==> config.mk <==
export PLATFORM = sky130hd
export DESIGN_NAME = irqagg_top
export DESIGN_NICKNAME = d
export VERILOG_FILES = /design/src/rtl/irqagg_pkg.sv /design/src/rtl/irqagg_bank.sv /design/src/rtl/irqagg_gate.sv /design/src/rtl/irqagg_top.sv
export SDC_FILE = /design/constraint.sdc
export NUM_CORES = 1
export LEC_CHECK = 0
export ABC_AREA = 1
export BUFFER_PORTS_ARGS = -buffer_cell sky130_fd_sc_hd__buf_2
export CORE_MARGIN = 2
export CORE_UTILIZATION = 45
export DETAILED_ROUTE_END_ITERATION = 8
export GPL_TIMING_DRIVEN = 0
export PLACE_DENSITY = 0.66
export SLEW_MARGIN = 20
export SYNTH_ARGS = -nofsm -noshare
export SYNTH_HDL_FRONTEND = slang
export SYNTH_SLANG_ARGS = --single-unit
==> constraint.sdc <==
create_clock -name pclk -period 2.4 [get_ports pclk]
set_input_delay 0.36 -clock pclk [delete_from_list [all_inputs] [get_ports pclk]]
set_output_delay 0.36 -clock pclk [all_outputs]
set_load 0.005 [all_outputs]
==> src/rtl/irqagg_pkg.sv <==
package irqagg_pkg;

  localparam int BANK_W    = 32;
  localparam int NUM_BANKS = 2;
  localparam int TOTAL_W   = BANK_W * NUM_BANKS;

  // Byte offsets; bank index adds one word
  localparam logic [11:0] OFFS_ENABLE = 12'h000;
  localparam logic [11:0] OFFS_MASK   = 12'h008;
  localparam logic [11:0] OFFS_STATUS = 12'h030;

  typedef enum logic [1:0] {
    KIND_NONE,
    KIND_ENABLE,
    KIND_MASK,
    KIND_STATUS
  } reg_kind_e;

  typedef struct packed {
    reg_kind_e kind;
    logic      bank;
  } reg_sel_t;

  // Bits of bank 'bank' that hold a real request
  function automatic logic [BANK_W-1:0] bank_impl(input int num_src, input int bank);
    logic [BANK_W-1:0] r;
    for (int i = 0; i < BANK_W; i++) begin
      r[i] = ((bank * BANK_W + i) < num_src);
    end
    return r;
  endfunction

  // A request is pending when raised, admitted and not suppressed
  function automatic logic [TOTAL_W-1:0] pending_bits(input logic [TOTAL_W-1:0] req,
                                                       input logic [TOTAL_W-1:0] en,
                                                       input logic [TOTAL_W-1:0] msk);
    return req & en & ~msk;
  endfunction

  // Full address compare, misaligned or unknown offsets map to KIND_NONE
  function automatic reg_sel_t decode_addr(input logic [11:0] a);
    reg_sel_t s;
    s.kind = KIND_NONE;
    s.bank = 1'b0;
    for (int b = 0; b < NUM_BANKS; b++) begin
      if (a == OFFS_ENABLE + 12'(4 * b)) begin s.kind = KIND_ENABLE; s.bank = b[0]; end
      if (a == OFFS_MASK   + 12'(4 * b)) begin s.kind = KIND_MASK;   s.bank = b[0]; end
      if (a == OFFS_STATUS + 12'(4 * b)) begin s.kind = KIND_STATUS; s.bank = b[0]; end
    end
    return s;
  endfunction

endpackage

==> src/rtl/irqagg_bank.sv <==
module irqagg_bank
  import irqagg_pkg::*;
#(
  parameter int NUM_SRC  = 64,
  parameter int BANK_IDX = 0
) (
  input  logic              clk,
  input  logic              rst_n,
  input  logic              wr_en_sel,
  input  logic              wr_msk_sel,
  input  logic [BANK_W-1:0] wdata,
  output logic [BANK_W-1:0] en_q,
  output logic [BANK_W-1:0] msk_q
);

  localparam logic [BANK_W-1:0] IMPL = bank_impl(NUM_SRC, BANK_IDX);

  logic no_write;
  assign no_write = !wr_en_sel && !wr_msk_sel;

  always_ff @(posedge clk or negedge rst_n) begin
    if (!rst_n) begin
      en_q  <= '0;
      msk_q <= '0;
    end else begin
      if (wr_en_sel)  en_q  <= wdata & IMPL;
      if (wr_msk_sel) msk_q <= wdata & IMPL;
    end
  end


  en_store_chk: assert property (@(posedge clk) disable iff (!rst_n)
    wr_en_sel |=> (en_q == ($past(wdata) & IMPL)));


  msk_store_chk: assert property (@(posedge clk) disable iff (!rst_n)
    wr_msk_sel |=> (msk_q == ($past(wdata) & IMPL)));


  reg_hold_chk: assert property (@(posedge clk) disable iff (!rst_n)
    no_write |=> ($stable(en_q) && $stable(msk_q)));

endmodule

==> src/rtl/irqagg_gate.sv <==
module irqagg_gate
  import irqagg_pkg::*;
#(
  parameter int NUM_SRC = 64
) (
  input  logic               clk,
  input  logic               rst_n,
  input  logic [NUM_SRC-1:0] src,
  input  logic [TOTAL_W-1:0] en_all,
  input  logic [TOTAL_W-1:0] msk_all,
  output logic [TOTAL_W-1:0] stat_all,
  output logic               any_pending,
  output logic               irq_q
);

  logic [TOTAL_W-1:0] src_pad;
  assign src_pad     = TOTAL_W'(src);
  assign stat_all    = pending_bits(src_pad, en_all, msk_all);
  assign any_pending = |stat_all;

  always_ff @(posedge clk or negedge rst_n) begin
    if (!rst_n) irq_q <= 1'b0;
    else        irq_q <= any_pending;
  end


  irq_latency_chk: assert property (@(posedge clk) disable iff (!rst_n)
    1'b1 |=> (irq_q == $past(any_pending)));

endmodule

==> src/rtl/irqagg_top.sv <==
module irqagg_top
  import irqagg_pkg::*;
#(
  parameter int NUM_SRC = 64,
  parameter int ADDR_W  = 12
) (
  input  logic               pclk,
  input  logic               presetn,
  input  logic               psel,
  input  logic               penable,
  input  logic               pwrite,
  input  logic [ADDR_W-1:0]  paddr,
  input  logic [31:0]        pwdata,
  output logic [31:0]        prdata,
  output logic               pready,
  output logic               pslverr,
  input  logic [NUM_SRC-1:0] irq_src,
  output logic               irq_out
);

  logic               wr_strobe;
  reg_sel_t           sel;
  logic [TOTAL_W-1:0] en_all, msk_all, stat_all;
  logic               any_pending;

  assign wr_strobe = psel && penable && pwrite;
  assign sel       = decode_addr(12'(paddr));
  assign pready    = 1'b1;
  assign pslverr   = 1'b0;

  for (genvar b = 0; b < NUM_BANKS; b++) begin : g_bank
    logic wr_en_b, wr_msk_b;
    assign wr_en_b  = wr_strobe && (sel.kind == KIND_ENABLE) && (sel.bank == b[0]);
    assign wr_msk_b = wr_strobe && (sel.kind == KIND_MASK)   && (sel.bank == b[0]);
    irqagg_bank #(.NUM_SRC(NUM_SRC), .BANK_IDX(b)) u_bank (
      .clk        (pclk),
      .rst_n      (presetn),
      .wr_en_sel  (wr_en_b),
      .wr_msk_sel (wr_msk_b),
      .wdata      (pwdata),
      .en_q       (en_all[b*BANK_W +: BANK_W]),
      .msk_q      (msk_all[b*BANK_W +: BANK_W])
    );
  end

  irqagg_gate #(.NUM_SRC(NUM_SRC)) u_gate (
    .clk         (pclk),
    .rst_n       (presetn),
    .src         (irq_src),
    .en_all      (en_all),
    .msk_all     (msk_all),
    .stat_all    (stat_all),
    .any_pending (any_pending),
    .irq_q       (irq_out)
  );

  logic [BANK_W-1:0] en_sel_bank, msk_sel_bank, stat_sel_bank;
  assign en_sel_bank   = sel.bank ? en_all[TOTAL_W-1:BANK_W]   : en_all[BANK_W-1:0];
  assign msk_sel_bank  = sel.bank ? msk_all[TOTAL_W-1:BANK_W]  : msk_all[BANK_W-1:0];
  assign stat_sel_bank = sel.bank ? stat_all[TOTAL_W-1:BANK_W] : stat_all[BANK_W-1:0];

  always_comb begin
    prdata = '0;
    if (psel && !pwrite) begin
      unique case (sel.kind)
        KIND_ENABLE: prdata = en_sel_bank;
        KIND_MASK:   prdata = msk_sel_bank;
        KIND_STATUS: prdata = stat_sel_bank;
        default:     prdata = '0;
      endcase
    end
  end


  irq_needs_enable_chk: assert property (@(posedge pclk) disable iff (!presetn)
    irq_out |-> $past(|(en_all & ~msk_all)));


  stat_within_enable_chk: assert property (@(posedge pclk) disable iff (!presetn)
    (psel && !pwrite && sel.kind == KIND_STATUS) |-> ((prdata & (~en_sel_bank | msk_sel_bank)) == '0));


  unmapped_zero_chk: assert property (@(posedge pclk) disable iff (!presetn)
    (psel && !pwrite && sel.kind == KIND_NONE) |-> (prdata == '0));

endmodule

; ---- Yosys cells after proc, flatten, opt, wreduce, memory -nomap -nowiden
; Index checks and enable logic that the tools add are counted.
[word_totals]
register_bits = 129
in_bits = 113
out_inout_bits = 35
elab_cells = 40
[classes]
eq_ne = 8
n_mux = 11
bitwise_logic = 4
reduce_logical = 12
[op_table]
columns = cell, n
row1 = $and A64 B64 Y64, 2
row2 = $mux W32, 4
row3 = $pmux W32 S3, 1
row4 = $not A64 Y64, 1
row5 = $reduce_or A64 Y1, 1
row6 = $eq A12 B4 Y1 const B, 2
row7 = $eq A12 B6 Y1 const B, 2
row8 = $mux W3, 5
row9 = $eq A12 B3 Y1 const B, 1
row10 = $logic_not A12 Y1, 1
row11 = $logic_and A1 B1 Y1, 9
row12 = $eq A2 B2 Y1 const B, 2
row13 = $eq A2 B1 Y1 const B, 1
row14 = $mux W2, 1
row15 = $logic_not A1 Y1, 1
row16 = $not A1 Y1, 1

; ---- Longest topological paths before layout
; Gate-level depths: netlist of run 1.
[depth]
depth_word = 10
ltp_mapped = 14
depth_no_buf = 13

; ---- Modules after synthesis
; From an unflattened synthesis of run 1, not the netlist that was laid out.
[unflattened]
cells_unflattened = 1367
hier_area_um2 = 8729.6
[by_module_without_submodules]
columns = mod, n_inst, cells_each, area_each_um2
row1 = irqagg_bank, 2, 272, 2534.9
row2 = irqagg_top, 1, 626, 2832.7
row3 = irqagg_gate, 1, 197, 827.0

; ---- Worst setup path after synthesis of run 1
; No wires, ideal clock.
[synth_path]
kind = input -> output
from = in paddr[11]
to = out prdata[10]
arrival_time_ps = 1582
slack_ps = 458
cell_stages = 10
cell_sequence = nor2_1 -> nand2_1 -> nor2_4 -> nand2_2 -> nand2_1 -> nor2_1 -> a21oi_1 -> buf_2 -> nand2_1 -> inv_1
[synth_via]
elab_chain_len = 10
word_cells_on_any_way = 20
cone_classes = eq/ne (8) / mux (11) / reduce/logical (1)
[synth_lines]
columns = element, line
row1 = from (decl), irqagg_top.sv:12  ; input logic [ADDR_W-1:0] paddr,
row2 = $logic_not A12 Y1, irqagg_pkg.sv:46  ; if (a == OFFS_ENABLE + 12'(4 * b)) begin s.kind = KIND_ENABLE; s.bank = b[0]; end
row3 = $mux W2, irqagg_pkg.sv:46
row4 = $mux W3, irqagg_pkg.sv:47  ; if (a == OFFS_MASK + 12'(4 * b)) begin s.kind = KIND_MASK; s.bank = b[0]; end
row5 = $mux W3, irqagg_pkg.sv:48  ; if (a == OFFS_STATUS + 12'(4 * b)) begin s.kind = KIND_STATUS; s.bank = b[0]; end
row6 = $mux W3, irqagg_pkg.sv:46
row7 = $mux W3, irqagg_pkg.sv:47
row8 = $mux W3 *, irqagg_pkg.sv:48
row9 = $eq A2 B2 Y1 / $eq A2 B1 Y1 (equally long branches), irqagg_top.sv:65  ; unique case (sel.kind)
row10 = $pmux W32 S3 *, irqagg_top.sv:65
row11 = $mux W32 *, irqagg_top.sv:64  ; if (psel && !pwrite) begin
row12 = to (decl), irqagg_top.sv:14  ; output logic [31:0] prdata,
; Mark *: on every way between the ends. The rest lies on a longest branch, timed or not.

; ---- Final worst setup path of run 1
[layout_path]
from = in paddr[0]
to = out prdata[26]
; Same word-level chain as after synthesis.

==> qor.tcl, run 1 <==
set qor(achievable-frequency_mhz) 417
set qor(worst-endpoint-required_ns) 2.04
set qor(drt-pass1-iter-count) 7
set qor(arrival_worst_endpoint_ns) 2.04
set qor(report.power.total_mw) 5.56
set qor(effective_utilization_at_floorplan_pct) 46.2
set qor(setup.worst_path.end_class) {primary output}
set qor(dp_worst_setup_slack_ns) -0.428
set qor(die_h_um) 141
set qor(seq_power_share_pct) 39.3
set qor(latest_clock_arrival_within_the_worst_skew_pair_ns) 0.44
set qor(criticalPathCategory) {in -> out}
set qor(post_synth_edffs) 0
set qor(num_vias) 9556
set qor(drc) 0
set qor(maxCapViolCount) 0
set qor(tritoncts.num_buffers) 17
set qor(intPower_mw) 4.33
set qor(critPathMaxStageDelay_ns) 0.24
set qor(cts_root_buffer) {clkbuf_16}
set qor(final_hold_vios) 0
set qor(setup_viol) 0
set qor(groute.usage.overall_pct) 30.2
set qor(synthMostInstantiatedCell) {nand2_1}
set qor(proportion_of_synthesized_chip_area_in_sequential_cells_pct) 38.5
set qor(worst_ir_drop_vdd_uv) 525
set qor(route.detailed.vias_per_inst) 5.52
set qor(grt_pass1_wl_um) 46200
set qor(grt_pass1_vias) 8734
set qor(worst_path_max_delay_cell) {nor2_4}
set qor(grt_setup_unrepaired) {yes}
set qor(crit_path_cell_trace) {buf_6, inv_2, nand2_4, nor2_4, nand3b_4, nand3_4, buf_12, clkbuf_16, nand2_1, nand2_1, nand2_1, nand3_1, nand2_1, inv_1, buf_2}
set qor(crit-reg2reg-launch) {g_bank[0].u_bank.en_q[0]$_DFFE_PN0P_}
set qor(dpl.hpwl_um) 20000
set qor(synth_seq_cells) 129
set qor(timing.hold.worst.class) {in -> reg}
set qor(fin_nets) 1603
set qor(combinational_share_of_power_pct) 5.2
set qor(cellLeakagePower_nw) 6.78
set qor(gp_congestion) 0.932
set qor(synth_area_um2) 8380
set qor(post_synth_most_frequent_cells) {nand2_1, inv_1, dfrtp_1, o21ai_1, nand4_1}
set qor(number_of_instances_in_the_synthesized_netlist) 1291
set qor(clkTransAtPathRegs_ns) 0.06
set qor(wl_um) 31400
set qor(outcome) {complete, no violations}
set qor(clockPowerShare_pct) 55.6
set qor(period_needed_ns) 2.40
set qor(synth_warnings) 0
set qor(cts_tree) {yes}
set qor(cts_num_sinks) 129
set qor(worst_clk_skew_ns) 0.00504
set qor(worst_slew_margin_rel_pct) 64.0
set qor(power_per_cell_area_nw_per_um2) 488
set qor(syn-mean-instance-area_um2) 6.49
set qor(total_of_buffers_placed_on_input_and_output_ports) 145
set qor(min_from) {pwdata[25]}
set qor(synthToLayoutAreaGrowth_pct) 35.9
set qor(worst_pin_slew_ns) 0.539
set qor(io_pins) 148
set qor(p_sw_share_pct) 22.1
set qor(postSynthNetCount) 1404
set qor(final.period_utilization_pct) 100
set qor(antenna-diode-count) 0
set qor(area_of_the_die_um2) 19700
set qor(overflow) 0
set qor(cts-root-to-sink-buffers) 2
set qor(htreeDepth) 4
set qor(yosys.area.top_type_share_pct) 38.5
set qor(synth_largest_area_cell) {dfrtp_1}
set qor(coreArea_um2) 18100
set qor(dieWidth_um) 141
set qor(critPathMostFrequentCell) {nand2_1}
set qor(largest_net_degree_at_the_start_of_global_routing) 99
set qor(routedWlPerCell_um) 18.1
set qor(ys_dominant_reg_cell) {dfrtp_1}
set qor(synth-async-reset-ratio_pct) 100
set qor(worst_setup_path_startpoint) {paddr[0]}
set qor(synth.area.top_cells) {dfrtp_1, nand2_1, inv_1}
set qor(fp-row-count) 49
set qor(layout_setup_ws_ns) 0.000993
set qor(synth.lib_cells_used.distinct) 27
set qor(crit_path_start_kind) {primary input}
set qor(path_max_fanout) 8
set qor(net-switching-power_mw) 1.23
set qor(final_layout_size_suffix_gt1_share_pct) 27.5
set qor(drt_iter0_markers) 976
set qor(number_of_antenna_violations_at_the_first_check_in_global_routing) 0
set qor(antenna_left) 0
set qor(slew_violations) 0
==> state kept, by name (all words and copies together) (netlist names) <==
| name | count |
|---|---|
| g_bank.u_bank.en_q | 64 |
| g_bank.u_bank.msk_q | 64 |
| u_gate.irq_q | 1 |
==> worst max-delay path, delay by kind of cell <==
family / cells / cell delay [ns]
simple gates: 9 / 1.02
buf+inv: 6 / 0.65
==> path summary, 6_finish.rpt <==
kind	cells after the start	slack, ns	endpoint
setup / recovery	15	0.001	prdata[26]
hold / removal	3	0.22	g_bank[0].u_bank.en_q[25]$_DFFE_PN0P_
setup reg to reg	6	0.82	u_gate.irq_q$_DFF_PN0_
hold reg to reg	2	0.49	g_bank[1].u_bank.msk_q[5]$_DFFE_PN0P_
max in group asynchronous	3	1.25	g_bank[1].u_bank.en_q[27]$_DFFE_PN0P_
min in group asynchronous	2	0.37	g_bank[0].u_bank.msk_q[6]$_DFFE_PN0P_
==> routing by layer <==
| metal | up-vias | wire length [um] | track usage, % |
|---|---|---|---|
| met5 | - | 0 | 0 |
| met3 | 98 | 2870 | 5.81 |
| li1 | 4485 | - | - |
| met4 | 0 | 1150 | 14.0 |
| met2 | 542 | 14300 | 46.9 |
| met1 | 4431 | 13100 | 40.9 |
==> through the flow <==
| step | util (%) | area, um2 | hold WS, ns | TNS, ns | instances |
|---|---|---|---|---|---|
| after floorplan | - | 8380 | 0.0644 | 0 | 1291 |
| after global placement | 51.8 | 9400 | 0.473 | -114.73 | 1665 |
| after detailed placement | 52.0 | 9430 | 0.237 | -11.17 | 1666 |
| after CTS | 57.1 | 10400 | 0.219 | -0.275 | 1705 |
| after global routing | 62.8 | 11400 | 0.244 | -1.12 | 1732 |
| final | 62.8 | 11400 | 0.219 | 0 | 1732 |
==> final cells by class <==
class	instances	area, um2
multi-input combinational	860	4390
timing repair buffer	180	1340
buffer	75	592
inverter	227	870
tap	229	287
clock inverter	12	226
fill	1655	6750
sequential	129	3230
clock buffer	20	467
==> power groups by stage <==
stage / clock network [mW] / logic (mW) / registers (mW)
after CTS: 3.11 / 0.252 / 2.18
after detailed placement: 0 / 0.242 / 2.22
final: 3.09 / 0.288 / 2.18
after global routing: 3.19 / 0.313 / 2.18
after floorplan: 0 / 0.0633 / 2.22
after global placement: 0 / 0.233 / 2.22
==> placed cells by master (no fill, tap or decap), types with 25 or more instances in the layout <==
cell type and n:
clkbuf_16 25, inv_1 210, nand3_1 80, nand2_2 59
buf_4 27, nand4_1 102, o21ai_1 129, buf_2 154
dfrtp_1 129, nand2_1 405, buf_6 36
==> repair_timing <==
action                                  in CTS  in global routing
hold endpoints to repair                    31                  0
pin swaps                                    8                 92
cloned                                       1                 10
setup buffers                                5                 20
endpoints found under the setup margin      32                 32
resized for setup                           46                217
hold buffers                                 1                  0
==> cell families (layout without fill, tap and decap cells) <==
group | Yosys count | in the layout | synth area share (%)
AOI/OAI and AO/OA | 132 | 132 | 7.98
and+or+nand+nor | 724 | 726 | 38.7
other | 2 | 2 | 0.0896
DFF | 129 | 129 | 38.5
buffers and inverters | 304 | 514 | 14.8
Power figures use the tool's default switching activity.
==> run 2, diff against run 1 <==
==> constraint.sdc (replaced) <==
create_clock -name pclk -period 2.4 [get_ports pclk]
set_input_delay 0.48 -clock pclk [delete_from_list [all_inputs] [get_ports pclk]]
set_output_delay 0.48 -clock pclk [all_outputs]
set_load 0.005 [all_outputs]
==> run 2 against run 1 <==
- the run now ends with setup timing left
- wire length increased by 2.4%
- non-clock buffer count increased by 13
- critical path depth increased by 1
- critical endpoint is now prdata[0]
- combinational power about the same
- via count increased by 0.73%
- final cell count increased by 0.64%
==> qor.tcl, run 2 (same netlist as run 1, synthesis figures left out) <==
set qor(worst_clk_skew_ns) 0.00703 ;# +0.00200 ns
set qor(coreArea_um2) 18100 ;# unchanged
set qor(cts-root-to-sink-buffers) 2 ;# unchanged
set qor(arrival_worst_endpoint_ns) 2.12 ;# +0.08 ns
set qor(timing.hold.worst.class) {in -> reg}
set qor(fin_nets) 1614 ;# +0.69%
set qor(net-switching-power_mw) 1.25 ;# +1.9%
set qor(count_of_filler_cells_inserted_in_the_layout) 1571 ;# -5.1%
set qor(grt_pass1_vias) 9063 ;# +3.8%
set qor(maxCapViolCount) 0 ;# unchanged
set qor(intPower_mw) 4.33 ;# about the same
set qor(worst_ir_drop_vdd_uv) 524 ;# -0.18%
set qor(cts_num_sinks) 129 ;# unchanged
set qor(overflow) 0 ;# unchanged
set qor(crit_path_start_kind) {primary input}
set qor(route.detailed.vias_per_inst) 5.52 ;# about the same
set qor(grt_pass1_wl_um) 48300 ;# +4.6%
set qor(cts_root_buffer) {clkbuf_16}
set qor(dieWidth_um) 141 ;# unchanged
set qor(effective_utilization_at_floorplan_pct) 46.2 ;# unchanged
set qor(synthToLayoutAreaGrowth_pct) 40.7
set qor(drt-pass1-iter-count) 5 ;# -2
set qor(drc) 0 ;# unchanged
set qor(largest_net_degree_at_the_start_of_global_routing) 99 ;# unchanged
set qor(worst_pin_slew_ns) 0.521 ;# -0.0180 ns
set qor(seq_power_share_pct) 39.1 ;# -0.2 points
set qor(total_of_buffers_placed_on_input_and_output_ports) 145 ;# unchanged
set qor(setup_viol) 32 ;# +32
set qor(power_per_cell_area_nw_per_um2) 474 ;# -3.0%
set qor(number_of_antenna_violations_at_the_first_check_in_global_routing) 0 ;# unchanged
set qor(achievable-frequency_mhz) 385 ;# -7.7%
set qor(final.period_utilization_pct) 108 ;# +8.3 points
set qor(outcome) {finished with violations}
set qor(worst_path_max_delay_cell) {nor2_4}
set qor(clkTransAtPathRegs_ns) 0.06 ;# about the same
set qor(final-seq-area_um2) 3230 ;# unchanged
set qor(combinational_share_of_power_pct) 5.2 ;# about the same
set qor(worst-endpoint-required_ns) 1.92 ;# -0.12 ns
set qor(slew_violations) 0 ;# unchanged
set qor(io_pins) 148 ;# unchanged
set qor(area_of_the_die_um2) 19700 ;# unchanged
set qor(path_max_fanout) 6 ;# -2
set qor(area_taken_by_multi_input_logic_gates_um2) 4530 ;# +3.2%
set qor(antenna-diode-count) 0 ;# unchanged
set qor(critical_path.n_buffers_inverters) 6 ;# unchanged
set qor(wl_met3_um) 2970 ;# +3.6%
set qor(grt_setup_unrepaired) {yes}
set qor(num_vias) 9626 ;# +0.73%
set qor(total_length_of_routed_met2_wires_um) 14900 ;# +4.4%
set qor(latest_clock_arrival_within_the_worst_skew_pair_ns) 0.44 ;# about the same
set qor(worst_slew_margin_rel_pct) 65.2 ;# +1.2 points
set qor(wl_um) 32100 ;# +2.4%
set qor(antenna_left) 0 ;# unchanged
set qor(failing_checks) {setup timing}
set qor(dpl.hpwl_um) 20000 ;# unchanged
set qor(cts_tree) {yes}
set qor(mostFrequentLayoutCell) {nand2_1}
set qor(final_layout_size_suffix_gt1_share_pct) 29.2 ;# +1.7 points
set qor(critPathMostFrequentCell) {nor2_4}
set qor(dp_worst_setup_slack_ns) -0.668 ;# -0.240 ns
set qor(layout_setup_ws_ns) -0.198 ;# -0.199 ns
set qor(groute.usage.overall_pct) 31.6 ;# +1.5 points
set qor(report.power.total_mw) 5.59 ;# +0.40%
set qor(p_sw_share_pct) 22.4 ;# +0.32 points
set qor(critPathMaxStageDelay_ns) 0.20 ;# -0.04 ns
set qor(gp_congestion) 0.932 ;# unchanged
set qor(die_h_um) 141 ;# unchanged
set qor(tritoncts.num_buffers) 17 ;# unchanged
set qor(cellLeakagePower_nw) 7.17 ;# +5.8%
set qor(met1_length_um) 13200 ;# +1.0%
set qor(crit_path_cell_trace) {buf_6, nor2_4, nand2_4, nor2_4, buf_6, nand3_4, nand2_4, nor2_4, nor2_4, buf_12, buf_4, nand2_1, nand3_1, nand2_1, inv_1, buf_2}
set qor(critical_path.top_delay_family) {simple AND/OR/NAND/NOR gates}
set qor(routedWlPerCell_um) 18.4 ;# +1.7%
set qor(clockPowerShare_pct) 55.7 ;# about the same
set qor(final.setup.tns_ns) -5.50 ;# -5.50 ns
set qor(setup.worst_path.end_class) {primary output}
set qor(period_needed_ns) 2.60 ;# +0.199 ns
set qor(final_hold_vios) 0 ;# unchanged
set qor(criticalPathCategory) {in -> out}
set qor(htreeDepth) 4 ;# unchanged
set qor(fp-row-count) 49 ;# unchanged
set qor(highest-signal-layer) {met4}
set qor(final_cell_mix) {nand2_1, inv_1, buf_2}
set qor(drt_iter0_markers) 1032 ;# +5.7%
set qor(largestRegisters) {g_bank.u_bank.en_q: 64 flops, g_bank.u_bank.msk_q: 64 flops, u_gate.irq_q: 1 flops}
==> run 2: tightest hold or removal path: cells and delay by family <==
kind	cells	cell delay, ns
buf+inv	2	0.13
compound gates	1	0.12
==> run 2: area by class of cell <==
| cell class | instances | area share (%) |
|---|---|---|
| Clock inverter | 12 | 1.92 |
| Tap cell | 229 | 2.43 |
| Sequential cell | 129 | 27.4 |
| Inverter | 227 | 7.29 |
| Buffer | 76 | 5.99 |
| Clock buffer | 20 | 3.96 |
| Multi-Input combinational cell | 858 | 38.4 |
| Timing Repair Buffer | 192 | 12.7 |
==> run 2: per-stage QoR <==
stage | std cells | hold slack, ns | util (%) | cell area [um2]
6_report | 1743 | 0.335 | 65.0 | 11800
3_5_place_dp | 1666 | 0.357 | 52.0 | 9430
5_1_grt | 1743 | 0.358 | 65.0 | 11800
3_3_place_gp | 1665 | 0.473 | 51.8 | 9400
4_1_cts | 1731 | 0.339 | 61.8 | 11200
2_1_floorplan | 1291 | 0.184 | - | 8380
==> run 2: power groups by stage <==
stage | Combinational, mW | Clock [mW] | Sequential [mW]
2_1_floorplan | 0.0633 | 0 | 2.22
3_3_place_gp | 0.233 | 0 | 2.22
3_5_place_dp | 0.242 | 0 | 2.22
4_1_cts | 0.268 | 3.11 | 2.18
5_1_grt | 0.314 | 3.20 | 2.18
6_report | 0.289 | 3.11 | 2.18
==> run 2: timing repair <==
item                                   CTS  global route
cloned                                   9             4
gates resized for setup                199           129
endpoints found under the hold margin   31             0
hold buffers                             1             0
pin swaps                               43            59
buffers inserted                        24             9
setup endpoints to repair               32            32
==> run 2: worst paths after layout <==
check | endpoint | slack (ns) | cells after the start | startpoint
min in group asynchronous | g_bank[0].u_bank.msk_q[5]$_DFFE_PN0P_ | 0.48 | 2 | presetn
hold / removal | g_bank[1].u_bank.msk_q[17]$_DFFE_PN0P_ | 0.33 | 3 | pwdata[17]
setup / recovery | prdata[0] | -0.20 | 16 | paddr[8]
setup reg to reg | u_gate.irq_q$_DFF_PN0_ | 0.80 | 7 | g_bank[1].u_bank.msk_q[31]$_DFFE_PN0P_
max in group asynchronous | g_bank[0].u_bank.en_q[27]$_DFFE_PN0P_ | 1.11 | 3 | presetn
hold reg to reg | g_bank[1].u_bank.msk_q[11]$_DFFE_PN0P_ | 0.49 | 2 | g_bank[1].u_bank.msk_q[11]$_DFFE_PN0P_
==> run 2: layer usage <==
layer	vias up	GRT usage [%]
met2	525	50.3
met4	0	13.2
li1	4512	-
met5	-	0
met3	103	6.12
met1	4486	42.5
